`config.mk`:
```
export PLATFORM = sky130hd
export DESIGN_NAME = pwm_timer
export DESIGN_NICKNAME = d
export VERILOG_FILES = /design/src/rtl/pwm_timer_pkg.sv /design/src/rtl/pwm_timer_ctrl.sv /design/src/rtl/pwm_timer_dp.sv /design/src/rtl/pwm_timer.sv
export SDC_FILE = /design/constraint.sdc
export NUM_CORES = 2
export LEC_CHECK = 0
export BUFFER_PORTS_ARGS = -buffer_cell sky130_fd_sc_hd__buf_2
export CAP_MARGIN = 5
export CORE_MARGIN = 4
export CORE_UTILIZATION = 55
export CTS_BUF_LIST = sky130_fd_sc_hd__clkbuf_8
export CTS_CLUSTER_SIZE = 30
export DETAILED_ROUTE_END_ITERATION = 8
export PLACE_DENSITY_LB_ADDON = 0.2
export RECOVER_POWER = 100
export SETUP_SLACK_MARGIN = 0.5
export SYNTH_ARGS = -nofsm -noshare
export SYNTH_HDL_FRONTEND = slang
export SYNTH_SLANG_ARGS = --single-unit
export TNS_END_PERCENT = 1
```
`constraint.sdc`:
```
create_clock -name clk -period 3.51 [get_ports clk]
set_input_delay 0.5265 -clock clk [delete_from_list [all_inputs] [get_ports clk]]
set_output_delay 0.5265 -clock clk [all_outputs]
set_load 0.01 [all_outputs]
```
`src/rtl/pwm_timer_pkg.sv`:
```
package pwm_timer_pkg;
  localparam int NUM_MATCH = 7;
  localparam int NUM_OUT   = NUM_MATCH - 1;
  localparam int NUM_CAP   = 2;
  localparam int NUM_FLAG  = NUM_MATCH + NUM_CAP;
  localparam int ADDR_W    = 5;
  localparam int EN_LSB    = 8;

  localparam logic [ADDR_W-1:0] A_CTRL   = 5'd0;
  localparam logic [ADDR_W-1:0] A_OUTM   = 5'd1;
  localparam logic [ADDR_W-1:0] A_IEN    = 5'd2;
  localparam logic [ADDR_W-1:0] A_CAPCFG = 5'd3;
  localparam logic [ADDR_W-1:0] A_FLAGS  = 5'd4;
  localparam logic [ADDR_W-1:0] A_ARM    = 5'd5;
  localparam logic [ADDR_W-1:0] A_COUNT  = 5'd6;
  localparam logic [ADDR_W-1:0] A_MATCH0 = 5'd8;
  localparam logic [ADDR_W-1:0] A_CAP0   = 5'd16;

  typedef struct packed {
    logic                 run;
    logic                 pwmMode;
    logic                 cntClr;
    logic [NUM_MATCH-1:0] directWr;
    logic [NUM_MATCH-1:0] latchArm;
  } pwmStrobeT;
endpackage

```
`src/rtl/pwm_timer_ctrl.sv`:
```
module pwm_timer_ctrl
  import pwm_timer_pkg::*;
#(
  parameter int DATA_W = 32
) (
  input  logic                                 clk,
  input  logic                                 rstN,
  input  logic                                 wrEn,
  input  logic [ADDR_W-1:0]                    addr,
  input  logic [DATA_W-1:0]                    wrData,
  output logic [DATA_W-1:0]                    rdData,
  input  logic [NUM_MATCH-1:0]                 matchHit,
  input  logic [NUM_CAP-1:0]                   capHit,
  input  logic                                 boundary,
  input  logic [DATA_W-1:0]                    cnt,
  input  logic [NUM_MATCH-1:0][DATA_W-1:0]     activeMatch,
  input  logic [NUM_CAP-1:0][DATA_W-1:0]       capVal,
  output pwmStrobeT                            strb,
  output logic [NUM_MATCH-1:0][DATA_W-1:0]     shadow,
  output logic [NUM_OUT-1:0]                   dblSel,
  output logic [NUM_OUT-1:0]                   outEn,
  output logic [NUM_CAP-1:0]                   capRise,
  output logic [NUM_CAP-1:0]                   capFall,
  output logic                                 irq
);
  logic [2:0]           ctrlQ;
  logic [NUM_OUT-1:0]   dblQ, enQ;
  logic [NUM_FLAG-1:0]  ienQ, flagsQ, flagClr;
  logic [2*NUM_CAP-1:0] capCfgQ;
  logic [NUM_MATCH-1:0] armQ, armSet, armClr;

  always_ff @(posedge clk) begin
    if (!rstN) begin
      ctrlQ   <= '0;
      dblQ    <= '0;
      enQ     <= '0;
      ienQ    <= '0;
      capCfgQ <= '0;
    end else if (wrEn) begin
      case (addr)
        A_CTRL:   ctrlQ   <= wrData[2:0];
        A_OUTM: begin
          dblQ <= wrData[NUM_OUT-1:0];
          enQ  <= wrData[EN_LSB +: NUM_OUT];
        end
        A_IEN:    ienQ    <= wrData[NUM_FLAG-1:0];
        A_CAPCFG: capCfgQ <= wrData[2*NUM_CAP-1:0];
        default: ;
      endcase
    end
  end

  genvar i;
  generate
    for (i = 0; i < NUM_MATCH; i++) begin : gShadow
      always_ff @(posedge clk) begin
        if (!rstN) shadow[i] <= '0;
        else if (wrEn && addr == A_MATCH0 + ADDR_W'(i)) shadow[i] <= wrData;
      end
      assign strb.directWr[i] = wrEn && (addr == A_MATCH0 + ADDR_W'(i)) && !ctrlQ[1];
    end
    for (i = 0; i < NUM_CAP; i++) begin : gCapCfg
      assign capRise[i] = capCfgQ[2*i];
      assign capFall[i] = capCfgQ[2*i+1];
    end
  endgenerate

  assign flagClr = (wrEn && addr == A_FLAGS) ? wrData[NUM_FLAG-1:0] : '0;
  assign armSet  = (wrEn && addr == A_ARM) ? wrData[NUM_MATCH-1:0] : '0;
  assign armClr  = (boundary && ctrlQ[1]) ? armQ : '0;

  always_ff @(posedge clk) begin
    if (!rstN) begin
      flagsQ <= '0;
      armQ   <= '0;
    end else begin
      flagsQ <= (flagsQ & ~flagClr) | {capHit, matchHit};
      armQ   <= (armQ & ~armClr) | armSet;
    end
  end

  assign strb.run      = ctrlQ[0];
  assign strb.pwmMode  = ctrlQ[1];
  assign strb.cntClr   = ctrlQ[2];
  assign strb.latchArm = armQ;
  assign dblSel        = dblQ;
  assign outEn         = enQ;
  assign irq           = |(flagsQ & ienQ);

  always_comb begin
    rdData = '0;
    case (addr)
      A_CTRL:   rdData = DATA_W'(ctrlQ);
      A_OUTM: begin
        rdData[NUM_OUT-1:0]        = dblQ;
        rdData[EN_LSB +: NUM_OUT]  = enQ;
      end
      A_IEN:    rdData = DATA_W'(ienQ);
      A_CAPCFG: rdData = DATA_W'(capCfgQ);
      A_FLAGS:  rdData = DATA_W'(flagsQ);
      A_ARM:    rdData = DATA_W'(armQ);
      A_COUNT:  rdData = cnt;
      default: ;
    endcase
    for (int k = 0; k < NUM_MATCH; k++)
      if (addr == A_MATCH0 + ADDR_W'(k)) rdData = activeMatch[k];
    for (int k = 0; k < NUM_CAP; k++)
      if (addr == A_CAP0 + ADDR_W'(k)) rdData = capVal[k];
  end

  // every compare hit is recorded in the flag register
  assert_flag_set_R7: assert property (@(posedge clk) disable iff (!rstN)
    (|matchHit) |=> ((flagsQ[NUM_MATCH-1:0] & $past(matchHit)) == $past(matchHit)));

  // arm bits drop at a pulse-width period restart
  assert_arm_clear_R5: assert property (@(posedge clk) disable iff (!rstN)
    (boundary && ctrlQ[1] && !(wrEn && addr == A_ARM)) |=> (armQ == '0));
endmodule

```
`src/rtl/pwm_timer_dp.sv`:
```
module pwm_timer_dp
  import pwm_timer_pkg::*;
#(
  parameter int DATA_W = 32
) (
  input  logic                                 clk,
  input  logic                                 rstN,
  input  pwmStrobeT                            strb,
  input  logic [DATA_W-1:0]                    wrData,
  input  logic [NUM_MATCH-1:0][DATA_W-1:0]     shadow,
  input  logic [NUM_OUT-1:0]                   dblSel,
  input  logic [NUM_OUT-1:0]                   outEn,
  input  logic [NUM_CAP-1:0]                   capRise,
  input  logic [NUM_CAP-1:0]                   capFall,
  input  logic [NUM_CAP-1:0]                   capIn,
  output logic [NUM_MATCH-1:0]                 matchHit,
  output logic [NUM_CAP-1:0]                   capHit,
  output logic                                 boundary,
  output logic [DATA_W-1:0]                    cnt,
  output logic [NUM_MATCH-1:0][DATA_W-1:0]     activeMatch,
  output logic [NUM_CAP-1:0][DATA_W-1:0]       capVal,
  output logic [NUM_OUT-1:0]                   pwmOut
);
  logic [DATA_W-1:0]  cntQ;
  logic [NUM_OUT-1:0] pwmQ;
  logic [NUM_CAP-1:0] capPrevQ;
  logic               counting;

  assign counting = strb.run && !strb.cntClr;
  assign boundary = matchHit[0];
  assign cnt      = cntQ;

  always_ff @(posedge clk) begin
    if (!rstN || strb.cntClr) cntQ <= '0;
    else if (strb.run)        cntQ <= boundary ? '0 : cntQ + DATA_W'(1);
  end

  genvar i;
  generate
    for (i = 0; i < NUM_MATCH; i++) begin : gMatch
      assign matchHit[i] = counting && (cntQ == activeMatch[i]);
      always_ff @(posedge clk) begin
        if (!rstN)                                                activeMatch[i] <= '0;
        else if (strb.directWr[i])                                activeMatch[i] <= wrData;
        else if (strb.pwmMode && boundary && strb.latchArm[i])    activeMatch[i] <= shadow[i];
      end
    end

    for (i = 0; i < NUM_OUT; i++) begin : gOut
      logic setEv, clrEv;
      assign setEv = dblSel[i] ? matchHit[i] : boundary;
      assign clrEv = matchHit[i+1];
      always_ff @(posedge clk) begin
        if (!rstN || !strb.pwmMode) pwmQ[i] <= 1'b0;
        else if (dblSel[i])          pwmQ[i] <= clrEv ? 1'b0 : (setEv ? 1'b1 : pwmQ[i]);
        else                         pwmQ[i] <= setEv ? 1'b1 : (clrEv ? 1'b0 : pwmQ[i]);
      end
      // a single-edge output is high in the first clock of every period
      assert_single_rise_R2: assert property (@(posedge clk) disable iff (!rstN)
        (strb.pwmMode && boundary && !dblSel[i]) |=> pwmQ[i]);
    end

    for (i = 0; i < NUM_CAP; i++) begin : gCap
      assign capHit[i] = (capRise[i] && capIn[i] && !capPrevQ[i]) ||
                         (capFall[i] && !capIn[i] && capPrevQ[i]);
      always_ff @(posedge clk) begin
        if (!rstN) begin
          capPrevQ[i] <= 1'b0;
          capVal[i]   <= '0;
        end else begin
          capPrevQ[i] <= capIn[i];
          if (capHit[i]) capVal[i] <= cntQ;
        end
      end
      // the capture register holds the count seen at the edge
      assert_capture_R9: assert property (@(posedge clk) disable iff (!rstN)
        capHit[i] |=> (capVal[i] == $past(cntQ)));
    end
  endgenerate

  assign pwmOut = pwmQ & outEn & {NUM_OUT{strb.pwmMode}};

  // counter restarts after reaching the period value
  assert_wrap_R1: assert property (@(posedge clk) disable iff (!rstN)
    boundary |=> (cntQ == '0));

  // counter steps by one inside the period
  assert_step_R1: assert property (@(posedge clk) disable iff (!rstN)
    (counting && !boundary) |=> (cntQ == $past(cntQ) + DATA_W'(1)));

  // live compare values stay put in pulse-width mode between restarts
  assert_shadow_hold_R5: assert property (@(posedge clk) disable iff (!rstN)
    (strb.pwmMode && !boundary) |=> $stable(activeMatch));
endmodule

```
`src/rtl/pwm_timer.sv`:
```
module pwm_timer
  import pwm_timer_pkg::*;
#(
  parameter int DATA_W = 32
) (
  input  logic               clk,
  input  logic               rstN,
  input  logic               wrEn,
  input  logic [ADDR_W-1:0]  addr,
  input  logic [DATA_W-1:0]  wrData,
  output logic [DATA_W-1:0]  rdData,
  input  logic [NUM_CAP-1:0] capIn,
  output logic [NUM_OUT-1:0] pwmOut,
  output logic               irq
);
  pwmStrobeT                        strb;
  logic [NUM_MATCH-1:0][DATA_W-1:0] shadow, activeMatch;
  logic [NUM_CAP-1:0][DATA_W-1:0]   capVal;
  logic [NUM_MATCH-1:0]             matchHit;
  logic [NUM_CAP-1:0]               capHit, capRise, capFall;
  logic [NUM_OUT-1:0]               dblSel, outEn;
  logic                             boundary;
  logic [DATA_W-1:0]                cnt;

  pwm_timer_ctrl #(.DATA_W(DATA_W)) u_ctrl (
    .clk(clk), .rstN(rstN), .wrEn(wrEn), .addr(addr), .wrData(wrData),
    .rdData(rdData), .matchHit(matchHit), .capHit(capHit), .boundary(boundary),
    .cnt(cnt), .activeMatch(activeMatch), .capVal(capVal), .strb(strb),
    .shadow(shadow), .dblSel(dblSel), .outEn(outEn), .capRise(capRise),
    .capFall(capFall), .irq(irq)
  );

  pwm_timer_dp #(.DATA_W(DATA_W)) u_dp (
    .clk(clk), .rstN(rstN), .strb(strb), .wrData(wrData), .shadow(shadow),
    .dblSel(dblSel), .outEn(outEn), .capRise(capRise), .capFall(capFall),
    .capIn(capIn), .matchHit(matchHit), .capHit(capHit), .boundary(boundary),
    .cnt(cnt), .activeMatch(activeMatch), .capVal(capVal), .pwmOut(pwmOut)
  );
endmodule

```
==> impl_metrics.json <==
{
  "die-area_um2": 57300,
  "dieHeight_um": 239,
  "netlist_instances": 3568,
  "grt_pass1_wl_um": 172000,
  "grt_pass1_vias": 25300,
  "synth.distinct_cells": 70,
  "drtPass1Iterations": 6,
  "finalInstanceArea_um2": 33100,
  "p_leak_uw": 0.0132,
  "crit_arrival_ns": 2.72,
  "cp-end-kind": "output pin",
  "clockPowerShare_pct": 44.0,
  "gr-total-overflow": 0,
  "routabilityCongestion": 1.05,
  "drv_slew": 114,
  "crit_required_ns": 2.98,
  "wl_per_cell_um": 27.7,
  "cp_common_cell": "buf_4",
  "viasPerCell": 6.45,
  "setup_ws_ns": 0.268,
  "wirelength_um": 120000,
  "mostFrequentLayoutCells": "739 x nand2_1, 594 x dfxtp_1, 315 x a21boi_0, 258 x o21ai_0, 232 x mux2i_1",
  "antenna_found_initial": 3,
  "drt_iter0_markers": 3824,
  "mostFrequentLayoutCell": "nand2_1",
  "rsz0062_at_grt": "true",
  "p_comb_share_pct": 6.5,
  "min_period_over_period_pct": 92.4,
  "postCtsHoldBufs": 0,
  "post-place-ws_ns": 0.190,
  "drc": 0,
  "period_minus_slack_ns": 3.24,
  "vias": 28100,
  "synth-edff-count": 0,
  "p_int_uw": 10300,
  "setup_viol": 0,
  "crit_chain": "buf_4 > buf_12 > and3b_1 > clkbuf_1 > buf_4 > and3_1 > o32ai_1 > a31oi_2 > o221ai_1 > nand2_1 > buf_2",
  "clock_path_buffers": 3,
  "status": "finished with violations",
  "max_freq_mhz": 308,
  "coreArea_um2": 52800,
  "worstSetupPathType": "input pin to output pin",
  "fin_setup_tns_ns": 0,
  "drv_cap": 1,
  "seq_area_frac_synth_pct": 40.5,
  "clk_pin_slew_worst_paths_ns": 0.06,
  "synthesis.area_um2": 29500,
  "startpoint_type": "input pin",
  "portBuffers": 80,
  "placed_cell_area_um2": 30600,
  "skew_ns": 0.0486,
  "ir_drop_uv": 430,
  "reg2reg_to": "u_ctrl.armQ[0]",
  "power_uw": 13900,
  "cts_buffers": 97,
  "finalHoldViolations": 0,
  "clock_latency_ns": 0.74,
  "critPathMaxFanout": 7,
  "io-pin-count": 81,
  "synth_top_flop_cell": "dfxtp_1",
  "switching_share_pct": 25.9,
  "layout.nets": 3629,
  "post-route-util_pct": 62.8,
  "avgSynthCellArea_um2": 8.26,
  "area_growth_syn_to_layout_pct": 12.4,
  "initial_core_util_pct": 55.9,
  "cts_tree": "done",
  "whs_path_depth": 2,
  "cts.htree.levels": 3,
  "switching_power_uw": 3610,
  "yosys_warnings": 0,
  "r2r_start": "u_dp.activeMatch[30]",
  "root_buffer": "clkbuf_8",
  "final_antenna_net_count": 0,
  "dp_hpwl_um": 83300,
  "hold_end": "u_dp.capPrevQ[1]",
  "worst_slew_pin_slew_ns": 2.50,
  "r2r_slack_ns": 0.45,
  "final_layout_size_suffix_gt1_share_pct": 12.8,
  "power_density_nw_per_um2": 420,
  "track_usage_pct": 40.2,
  "ys_async_sr_fraction_pct": 0,
  "cp_slowest_stage_delay_ns": 0.59,
  "rr_worst_depth": 7,
  "synth_seq_cells": 596,
  "die_x_um": 239,
  "min_path_type": "input pin to flop",
  "grt_max_degree": 144,
  "row_count": 84,
  "cp_slowest_cell": "o32ai_1",
  "violations": "max-capacitance violations, max-slew violations",
  "syn-num-nets": 3611,
  "slew_headroom_pct": -66.5,
  "p_seq_share_pct": 49.5,
  "cts_sinks": 596,
  "min-delay-start": "capIn[1]"
}
-- cells in the mapped netlist, drive strengths merged (5+ instances only) --
cell type  count  area [um^2]
a22o           8         70.1
a222oi         5         50.1
nand4         28          175
nor2b         22          138
a32o           9         90.1
inv           20         75.1
xor2         211         1850
buf           55          418
and2           9         56.3
a21boi       316         2370
a211oi        15          113
mux2          12          135
a221o          8         80.1
or3           13         81.3
and3          15         93.8
nand2        741         2780
nor4          71          538
o21a           5         37.5
o22ai         26          163
o21ai        271         1360
nor2         121          454
nand3         52          265
nand2b        19          119
mux2i        232         2320
xnor2         36          323
a2111oi        5         43.8
nor3          25          125
o221ai         5         50.0
a21oi        214         1070
a22oi         47          353
a221oi        28          245
clkbuf       274         1030
dfxtp        596        11900
a31oi          6         37.5
-- repair_timing --
action                                  in CTS  in global routing
cloned                                       0                  7
gates resized for setup                     36                 91
buffers inserted                             2                 13
pin swaps                                    4                 20
endpoints found under the setup margin      45                106
-- power groups by stage --
| stage | clock network (uW) | logic [uW] | registers [uW] |
|---|---|---|---|
| floorplan | 0 | 485 | 7000 |
| global placement | 0 | 812 | 7030 |
| detailed placement | 0 | 820 | 7040 |
| CTS | 6180 | 835 | 6890 |
| global route | 6480 | 944 | 6890 |
| finish | 6130 | 905 | 6890 |
-- critical path: cells and delay by family --
kind | cells | cell delay [ns]
buffers and inverters | 5 | 0.73
AO/OA/AOI/OAI | 3 | 0.97
AND/OR/NAND/NOR | 3 | 0.48
-- through the flow --
stage	std cells	hold slack, ns
2_1_floorplan	3568	0.438
5_1_grt	4348	0.0367
6_report	4349	0.0563
3_5_place_dp	4153	0.455
3_3_place_gp	4153	0.448
4_1_cts	4328	0.0159
-- sequential cells by signal, summed over array words and instances (netlist names) --
register / cells
u_ctrl.shadow: 224
u_ctrl.flagsQ: 9
u_ctrl.ienQ: 9
u_ctrl.outEn: 6
u_ctrl.ctrlQ: 3
u_dp.activeMatch: 224
u_dp.cnt: 32
u_dp.capPrevQ: 2
u_dp.pwmQ: 6
u_ctrl.capCfgQ: 4
u_ctrl.dblSel: 6
u_dp.capVal: 64
u_ctrl.armQ: 7
-- layer usage --
metal | vias up | GRT usage [%] | share of wire, % | wire (um)
li1 | 12400 | - | - | -
met4 | 4 | 24.5 | 7.6 | 9190
met2 | 1798 | 59.7 | 42 | 50900
met3 | 479 | 8.64 | 11 | 12700
met1 | 13400 | 53.8 | 40 | 47600
met5 | - | 0 | 0.022 | 27
-- cell families after synthesis --
logic type | Yosys count | synth area share, %
compound gates | 991 | 21.5
xor+xnor | 247 | 7.37
fa+ha+maj | 1 | 0.0425
buf+inv | 349 | 5.16
flops | 596 | 40.5
mux | 244 | 8.34
simple gates | 1140 | 17.1
-- final cells by class --
type | instances | area [um^2]
diodes | 1 | 2.50
clock buffers | 121 | 1670
clock inverters | 52 | 302
fillers | 4611 | 19600
inverters | 20 | 75.1
multi-input cells | 2623 | 16300
flip-flops and latches | 596 | 11900
well taps | 688 | 861
repair buffers | 248 | 1940
-- worst max path at each step --
stage                               startpoint    endpoint  slack [ns]  cells after the start
final                                  addr[3]   rdData[3]        0.27                     11
after global routing      u_dp.activeMatch[22]  rdData[22]        0.28                      6
after CTS                              addr[2]  rdData[29]        0.39                     10
after detailed placement               addr[4]  rdData[14]        0.19                     10
after global placement                 addr[2]   rdData[6]        0.21                      9
after floorplan                        addr[3]  rdData[21]        0.53                      8
Note: power is estimated with default switching activity, not from simulation.
